[src/rtl/irq_pend_pkg.sv]
package irq_pend_pkg;
    localparam int WORD_W    = 32;
    localparam int NUM_CHAN  = 64;
    localparam int CHAN_W    = $clog2(NUM_CHAN);
    localparam int SUM_BIT   = 6;
    localparam int SRC_LO    = SUM_BIT + 1;
    localparam int SRC_W     = WORD_W - SRC_LO;
    localparam int FORCE_BIT = 0;

    typedef struct packed {
        logic [SRC_W-1:0]  pend;
        logic [WORD_W-1:0] en;
    } ctrl_state_t;
endpackage

[src/rtl/irq_loop_flags.sv]
module irq_loop_flags #(
    parameter int NCH = 64,
    localparam int CW = $clog2(NCH)
) (
    input  logic           clk,
    input  logic           rst_n,
    input  logic [NCH-1:0] set_vec,
    input  logic           clr_en,
    input  logic [CW-1:0]  clr_idx,
    output logic [NCH-1:0] flags_q
);
    logic [NCH-1:0] flags_d;
    logic [NCH-1:0] clr_mask;

    always_comb begin
        clr_mask = '0;
        if (clr_en) clr_mask[clr_idx] = 1'b1;
        // a set pulse outranks a clear of the same channel
        flags_d = (flags_q & ~clr_mask) | set_vec;
    end

    always_ff @(posedge clk) begin
        if (!rst_n) flags_q <= '0;
        else        flags_q <= flags_d;
    end
endmodule

[src/rtl/irq_prio_enc.sv]
module irq_prio_enc #(
    parameter int N = 64,
    localparam int W = $clog2(N)
) (
    input  logic [N-1:0] vec,
    output logic         any,
    output logic [W-1:0] idx
);
    always_comb begin
        any = |vec;
        idx = '0;
        for (int i = 0; i < N; i++) begin
            if (vec[i]) idx = W'(i);
        end
    end
endmodule

[src/rtl/irq_pend_ctrl.sv]
module irq_pend_ctrl
    import irq_pend_pkg::*;
(
    input  logic                clk,
    input  logic                rst_n,
    input  logic                reg_wr,
    input  logic                reg_sel,
    input  logic [WORD_W-1:0]   reg_wdata,
    output logic [WORD_W-1:0]   reg_rdata,
    input  logic [WORD_W-1:0]   evt_pulse,
    input  logic [NUM_CHAN-1:0] loop_set,
    output logic                irq_n
);
    ctrl_state_t st_d, st_q;

    logic                pend_wr;
    logic                loop_clr;
    logic [NUM_CHAN-1:0] flags_q;
    logic                loop_any;
    logic [CHAN_W-1:0]   loop_idx;
    logic [SRC_W-1:0]    pend_q;
    logic [WORD_W-1:0]   en_q;
    logic [WORD_W-1:0]   pend_view;

    assign pend_wr  = reg_wr && !reg_sel;
    assign loop_clr = pend_wr && reg_wdata[SUM_BIT];

    irq_loop_flags #(.NCH(NUM_CHAN)) u_flags (
        .clk     (clk),
        .rst_n   (rst_n),
        .set_vec (loop_set),
        .clr_en  (loop_clr),
        .clr_idx (reg_wdata[CHAN_W-1:0]),
        .flags_q (flags_q)
    );

    irq_prio_enc #(.N(NUM_CHAN)) u_enc (
        .vec (flags_q),
        .any (loop_any),
        .idx (loop_idx)
    );

    always_comb begin
        st_d = st_q;
        if (pend_wr) st_d.pend = st_d.pend & ~reg_wdata[WORD_W-1:SRC_LO];
        st_d.pend = st_d.pend | evt_pulse[WORD_W-1:SRC_LO];
        if (reg_wr && reg_sel) st_d.en = reg_wdata;
    end

    always_ff @(posedge clk) begin
        if (!rst_n) st_q <= '0;
        else        st_q <= st_d;
    end

    assign pend_q = st_q.pend;
    assign en_q   = st_q.en;

    always_comb begin
        pend_view = '0;
        pend_view[WORD_W-1:SRC_LO] = pend_q;
        pend_view[SUM_BIT]         = loop_any;
        pend_view[CHAN_W-1:0]      = loop_any ? loop_idx : '0;
    end

    assign reg_rdata = reg_sel ? en_q : pend_view;

    assign irq_n = !( (|(pend_q & en_q[WORD_W-1:SRC_LO]))
                   || (loop_any && en_q[SUM_BIT])
                   || en_q[FORCE_BIT] );
endmodule

[config.mk]
export PLATFORM = sky130hd
export DESIGN_NAME = irq_pend_ctrl
export DESIGN_NICKNAME = d
export VERILOG_FILES = /design/src/rtl/irq_pend_pkg.sv /design/src/rtl/irq_loop_flags.sv /design/src/rtl/irq_prio_enc.sv /design/src/rtl/irq_pend_ctrl.sv
export SDC_FILE = /design/constraint.sdc
export NUM_CORES = 1
export LEC_CHECK = 0
export BUFFER_PORTS_ARGS = -buffer_cell sky130_fd_sc_hd__buf_4
export CAP_MARGIN = 10
export CORE_MARGIN = 3
export CORE_UTILIZATION = 52
export DETAILED_ROUTE_END_ITERATION = 12
export GPL_ROUTABILITY_DRIVEN = 0
export PLACE_DENSITY_LB_ADDON = 0.3
export SLEW_MARGIN = 20
export SYNTH_ARGS = -nofsm -noshare
export SYNTH_HDL_FRONTEND = slang
export SYNTH_SLANG_ARGS = --single-unit
[constraint.sdc]
create_clock -name clk -period 2.05 [get_ports clk]
set_input_delay 0.205 -clock clk [delete_from_list [all_inputs] [get_ports clk]]
set_output_delay 0.205 -clock clk [all_outputs]
set_load 0.005 [all_outputs]
==> impl_metrics.csv, run 1 <==
group,metric,value,unit
timing,worst_slack,-0.426,ns
detailed_routing,ant_nets,0,
finish,fin_area,0.00882,sq mm
floorplanning,row_count,38,
finish,fin_cells,1077,
detailed_routing,wl_met3,2200,um
synth,synthArstFlopShare,0,%
pwr,p_sw,1810,uW
placement,post-dp-hpwl,13300,um
worst_setup_path,critPathMaxStageDelay,0.35,ns
timing,final-max-slew-violation-count,0,
finish,drive_gt1_share,35.1,%
timing,finalClockSkew,0,ns
pwr,p_int,5310,uW
synth,seq_area_frac_synth,41.3,%
detailed_routing,wl_per_cell,20.1,um
clock_network,clkTransAtPathRegs,0.06,ns
floorplanning,start_util,53.6,%
clock_network,cts_made_buffers,17,
timing,period_needed,2.48,ns
pwr,p_comb_share,16.2,%
grt,grt_pass1_vias,6349,
pwr,pwr-share-clk,45.8,%
worst_setup_path,cp_max_fo,3,
timing,rsz0062_at_grt,"yes",
clock_network,tritoncts,"built",
floorplanning,die_h,112,um
finish,multiInputGateArea,0.00365,sq mm
clock_network,htreeDepth,4,
pwr,leakage,0.00351,uW
synth,syn_inst,706,
placement,place_area,0.00738,sq mm
pwr,cellPowerDensity,808,mW/mm^2
synth,yosys_warnings,0,
timing,fin_tns_setup,-1.93,ns
placement,dp_cells,1006,
finish,syn_to_final_growth,50.3,%
timing,slew_headroom,54.9,%
detailed_routing,drt_iter0_markers,703,
grt,grt_pass1_wl,31800,um
synth,avgSynthCellArea,8.31,sq um
worst_setup_path,crit_chain,"nor4_4 > nand4_1 > nor3_2 > nand3_2 > a2111oi_4 > buf_4",
detailed_routing,met1_length,8100,um
detailed_routing,wl,21600,um
placement,dpl_worst_slack,-0.0117,ns
timing,finalCritPeriodShare,121,%
detailed_routing,drc,0,
timing,fmax,404,MHz
worst_hold_path,min_path_type,"primary input to register",
synth,yosysUniqueCellTypes,56,
detailed_routing,via_per_inst,6.14,
finish,diodes,0,
worst_setup_path,crit_path_start_kind,"register",
floorplanning,io_pins,165,
clock_network,worstSkewPairLatency,0.42,ns
synth,synth_edf_count,0,
synth,synthTopCellsByCount,"nand2_1, dfxtp_1, o21a_1",
finish,final-seq-area,0.00246,sq mm
worst_setup_path,crit_slowest_cell,"nor4_4",
detailed_routing,drtPass1Iterations,7,
timing,final_hold_viol_count,0,
timing,worst_pin_slew,0.670,ns
floorplanning,chipWidth,112,um
outcome,violations,"negative setup slack",
finish,num-nets-final,1056,
floorplanning,core,0.0109,sq mm
worst_hold_path,worstHoldPathCells,2,
detailed_routing,met2WireLength,10200,um
grt,grt_max_degree,66,
floorplanning,die_area,0.0126,sq mm
synth,synth_top_area_share,41.3,%
finish,n_fill_cell,663,
clock_network,clkSinkCount,121,
clock_network,cts-root-buf,"clkbuf_16",
timing,setup_violations,7,
pwr,power_frac_seq,38.0,%
clock_network,clock_path_buffers,2,
placement,io_buffers,157,
synth,ys_seq_elements,121,
detailed_routing,routed.top_layer,"met4",
pwr,switching_share,25.4,%
grt,grt_usage,31.7,%
worst_setup_path,critical-path-top-delay-family,"simple AND/OR/NAND/NOR gates",
pwr,peakVddDrop,713,uV
worst_setup_path,cp.depth,6,
detailed_routing,vias,6614,
synth,yosys-top-cells-area,"dfxtp_1, o21a_1, nand2_1",
worst_setup_path,cp.arrival,2.27,ns
worst_setup_path,crit_buf_inv,1,
worst_setup_path,critPathCaptureType,"primary output",
synth,yosysMostFrequentCell,"nand2_1",
grt,antenna_found_initial,0,
synth,synth_ff_type,"dfxtp_1",
synth,syn_nets,838,
worst_setup_path,reg2reg_depth,3,
synth,syn_area,0.00587,sq mm
outcome,status,"complete, but fails checks",
synth,synth_top_cell_by_area,"dfxtp_1",
worst_setup_path,setup.worst_path.class,"register to primary output",
worst_setup_path,required,1.85,ns
job,maxCapViolCount,0,
grt,gr-total-overflow,0,
[layer usage]
layer,global-route usage [%],vias up
met4,16.4,0
met1,39.3,3086
met2,50.8,451
met5,0,-
met3,8.57,122
li1,-,2955
[worst register-to-register path, stage by stage (launching register included)]
cell and delay (ns):
dfxtp_1 0.34, buf_4 0.16, a21boi_1 0.12, o21a_1 0.20
[worst paths after layout]
check | slack, ns | start | endpoint
hold reg to reg | 0.47 | en_q[10] | en_q[10]
setup reg to reg | 1.12 | u_flags.flags_q[21] | u_flags.flags_q[21]
setup / recovery | -0.43 | u_flags.flags_q[23] | irq_n
hold / removal | 0.005 | loop_set[56] | u_flags.flags_q[56]
[logic make-up after synthesis]
group / share of synthesized area [%]
AOI/OAI and AO/OA: 25.9
buffers and inverters: 2.82
DFF: 41.3
muxes: 5.16
and+or+nand+nor: 24.8
[cell type report]
type,count,share of cell area [%]
timing repair buffer,230,20.9
sequential,121,27.9
inverter,12,0.511
clock inverter,10,1.87
clock buffer,22,5.49
multi-input combinational,542,41.4
tap,140,1.99
[what timing repair did]
item	in CTS	in global routing
hold endpoints to repair	31	0
resized for setup	40	53
gates cloned	0	0
setup buffers	3	6
hold buffers	31	0
setup endpoints to repair	8	8
pin swaps	28	26
[cells in the final DEF, fill, tap and decap left out, types with 20 or more instances in the layout]
master         Yosys  final
dfxtp_1          121    100
mux2_2            26     25
a21oi_1           60     57
buf_4              0    193
nor2b_1           49     48
dlygate4sd3_1      0     31
o21a_1            79     79
nand2_1          125    121
a21boi_1          20     20
nor2_1            35     34
[stage by stage]
stage                     total power, uW  hold WS (ns)  utilization [%]
after floorplan                      3160         0.329                -
after global placement               3630         0.414             67.5
after detailed placement             3660         0.417             67.5
after CTS                            6990      0.000936             78.2
after global routing                 7330       0.00809             80.6
final                                7120       0.00541             80.6
[registers in the layout, indices dropped and copies added (netlist names)]
| register | cells |
|---|---|
| pend_q | 25 |
| u_flags.flags_q | 64 |
| en_q | 32 |
[power groups by stage]
stage	Clock, uW	Combinational, uW	Sequential, uW
after floorplan	0	489	2670
after global placement	0	941	2680
after detailed placement	0	963	2700
after CTS	3260	1060	2670
after global routing	3380	1230	2720
final	3260	1150	2710
No activity file was read; power rests on OpenSTA's default activity.
==> inputs of run 2 (changes only) <==
--- a/config.mk
+++ b/config.mk
@@ -6,9 +6,9 @@
 export NUM_CORES = 1
 export LEC_CHECK = 0
 export BUFFER_PORTS_ARGS = -buffer_cell sky130_fd_sc_hd__buf_4
-export CAP_MARGIN = 10
 export CORE_MARGIN = 3
-export CORE_UTILIZATION = 52
+export CORE_UTILIZATION = 54
+export CTS_BUF_LIST = sky130_fd_sc_hd__clkbuf_4 sky130_fd_sc_hd__clkbuf_8
 export DETAILED_ROUTE_END_ITERATION = 12
 export GPL_ROUTABILITY_DRIVEN = 0
 export PLACE_DENSITY_LB_ADDON = 0.3
==> run 2 against run 1 <==
Effect of this change:
- the flow still finishes with violations (negative setup slack)
- worst hold slack got worse by 0.0043 ns
- cell count increased by 5.6%
- non-clock buffer count increased by 63
- maximum frequency decreased by 13%
- core utilization increased by 6.6 points
- die area decreased by 3.5%
- sequential share of layout area decreased by 0.90 points
- combinational power increased by 12%
- via count increased by 9.7%
- critical path depth increased by 1
- highest routed layer is now met5
==> impl_metrics.csv, run 2 (synthesized netlist as in run 1, its figures left out) <==
group,metric,value,unit
finish,largest_register_ffs,64,
timing,worst_slack,-0.790,ns
detailed_routing,vias,7255,
detailed_routing,wl,24900,um
timing,period_needed,2.84,ns
job,maxCapViolCount,0,
grt,gr-total-overflow,0,
placement,dp_cells,1000,
clock_network,tritoncts,"built",
floorplanning,row_count,37,
worst_setup_path,critPathCaptureType,"primary output",
detailed_routing,drc,0,
timing,setup_violations,8,
clock_network,clkSinkCount,121,
grt,grt_pass1_wl,34300,um
worst_setup_path,critPathMaxStageDelay,0.55,ns
worst_setup_path,crit_chain,"buf_4 > o21ai_0 > a211oi_1 > or4_1 > a31oi_1 > a21oi_2 > buf_4",
clock_network,htreeDepth,4,
timing,finalClockSkew,0,ns
detailed_routing,drtPass1Iterations,8,
grt,antenna_found_initial,2,
finish,final_core_util,87.2,%
finish,syn_to_final_growth,55.5,%
timing,slew_headroom,50.4,%
finish,layout_common_cells,"buf_4, nand2_1, dfxtp_1, dlygate4sd3_1, o21a_1",
worst_setup_path,setup.worst_path.class,"register to primary output",
finish,drive_gt1_share,34.0,%
clock_network,cts_made_buffers,17,
detailed_routing,ant_nets,0,
timing,final-max-slew-violation-count,0,
timing,worst_pin_slew,0.738,ns
placement,io_buffers,157,
clock_network,clkTransAtPathRegs,0.09,ns
timing,final_hold_viol_count,0,
detailed_routing,wl_per_cell,21.9,um
detailed_routing,via_per_inst,6.38,
floorplanning,start_util,56.1,%
finish,n_fill_cell,506,
worst_setup_path,crit_slowest_cell,"a31oi_1",
floorplanning,chipWidth,110,um
outcome,violations,"negative setup slack",
floorplanning,die_area,0.0121,sq mm
clock_network,clock_path_buffers,2,
floorplanning,core,0.0105,sq mm
finish,max_flop_register,"u_flags.flags_q",
timing,fmax,352,MHz
finish,final_common_cell,"buf_4",
placement,dpl_worst_slack,-0.0554,ns
outcome,status,"complete, but fails checks",
worst_hold_path,min_path_type,"primary input to register",
clock_network,worstSkewPairLatency,0.45,ns
pwr,peakVddDrop,446,uV
finish,fin_cells,1137,
clock_network,cts-root-buf,"clkbuf_8",
pwr,cellPowerDensity,667,mW/mm^2
timing,whs,0.00110,ns
worst_setup_path,crit_top_cell,"buf_4",
worst_setup_path,required,1.85,ns
floorplanning,die_h,110,um
grt,grt_max_degree,73,
placement,post-dp-hpwl,13000,um
floorplanning,io_pins,165,
pwr,leakage,0.00366,uW
timing,finalCritPeriodShare,139,%
grt,grt_usage,36.8,%
worst_setup_path,cp_max_fo,4,
grt,grt_pass1_vias,6992,
timing,rsz0062_at_grt,"yes",
detailed_routing,drt_iter0_markers,1094,
worst_setup_path,crit_path_start_kind,"register",
finish,num-nets-final,1119,
worst_setup_path,cp.arrival,2.63,ns
==> run 2: cell count changes in the layout (fill, tap and decap cells not counted), sizes merged, moves of 2 or more <==
cell / previous run / this run
dlygate4sd3: 31 / 87
bufinv: 4 / 1
buf: 199 / 206
clkinvlp: 3 / 5
clkinv: 4 / 8
clkbuf: 22 / 18
==> run 2: per-layer routing <==
layer,wire length [um],track usage (%)
met4,1880,20.3
met5,11,0
met2,11400,60.0
met3,2990,11.9
met1,8610,42.6
==> run 2: timing repair <==
item	in CTS	in global routing
pin swaps	34	10
setup buffers	11	7
hold endpoints to repair	84	3
setup endpoints to repair	8	8
gates resized for setup	68	23
hold buffers	84	3
==> run 2: cell type report <==
class,instances,area [sq um],area share (%)
Timing Repair Buffer,293,2450,26.9
Clock buffer,18,248,2.72
Inverter,12,47.5,0.521
Clock inverter,14,126,1.39
Antenna cell,1,2.50,0.0274
Tap cell,136,170,1.87
Multi-Input combinational cell,542,3620,39.7
Sequential cell,121,2460,27.0
==> run 2: final timing paths <==
kind | start | endpoint | slack, ns | cells after the start
max | u_flags.flags_q[26] | reg_rdata[1] | -0.79 | 7
min | loop_set[36] | u_flags.flags_q[36] | 0.001 | 3
max reg2reg | u_flags.flags_q[22] | u_flags.flags_q[22] | 1.00 | 3
min reg2reg | en_q[5] | en_q[5] | 0.46 | 2
==> run 2: worst max-delay path, delay by kind of cell (launching register included) <==
kind            cells  cell delay (ns)
simple gates        1             0.50
compound gates      4             0.99
flops               1             0.35
buf+inv             2             0.35
==> run 2: stage by stage <==
step / cell area [sq um] / total power, uW / TNS, ns
floorplan: 5870 / 3160 / 0
detailed placement: 7360 / 3650 / -0.0554
finish: 9120 / 6080 / -3.20
global route: 9120 / 6250 / -3.82
global placement: 7360 / 3620 / -0.0206
CTS: 8950 / 5870 / -1.33
==> run 2: where the power goes <==
group	switching, uW	internal, uW	total [uW]
Combinational	583	706	1290
Sequential	199	2510	2710
Clock	1100	990	2090
Total	1880	4210	6080
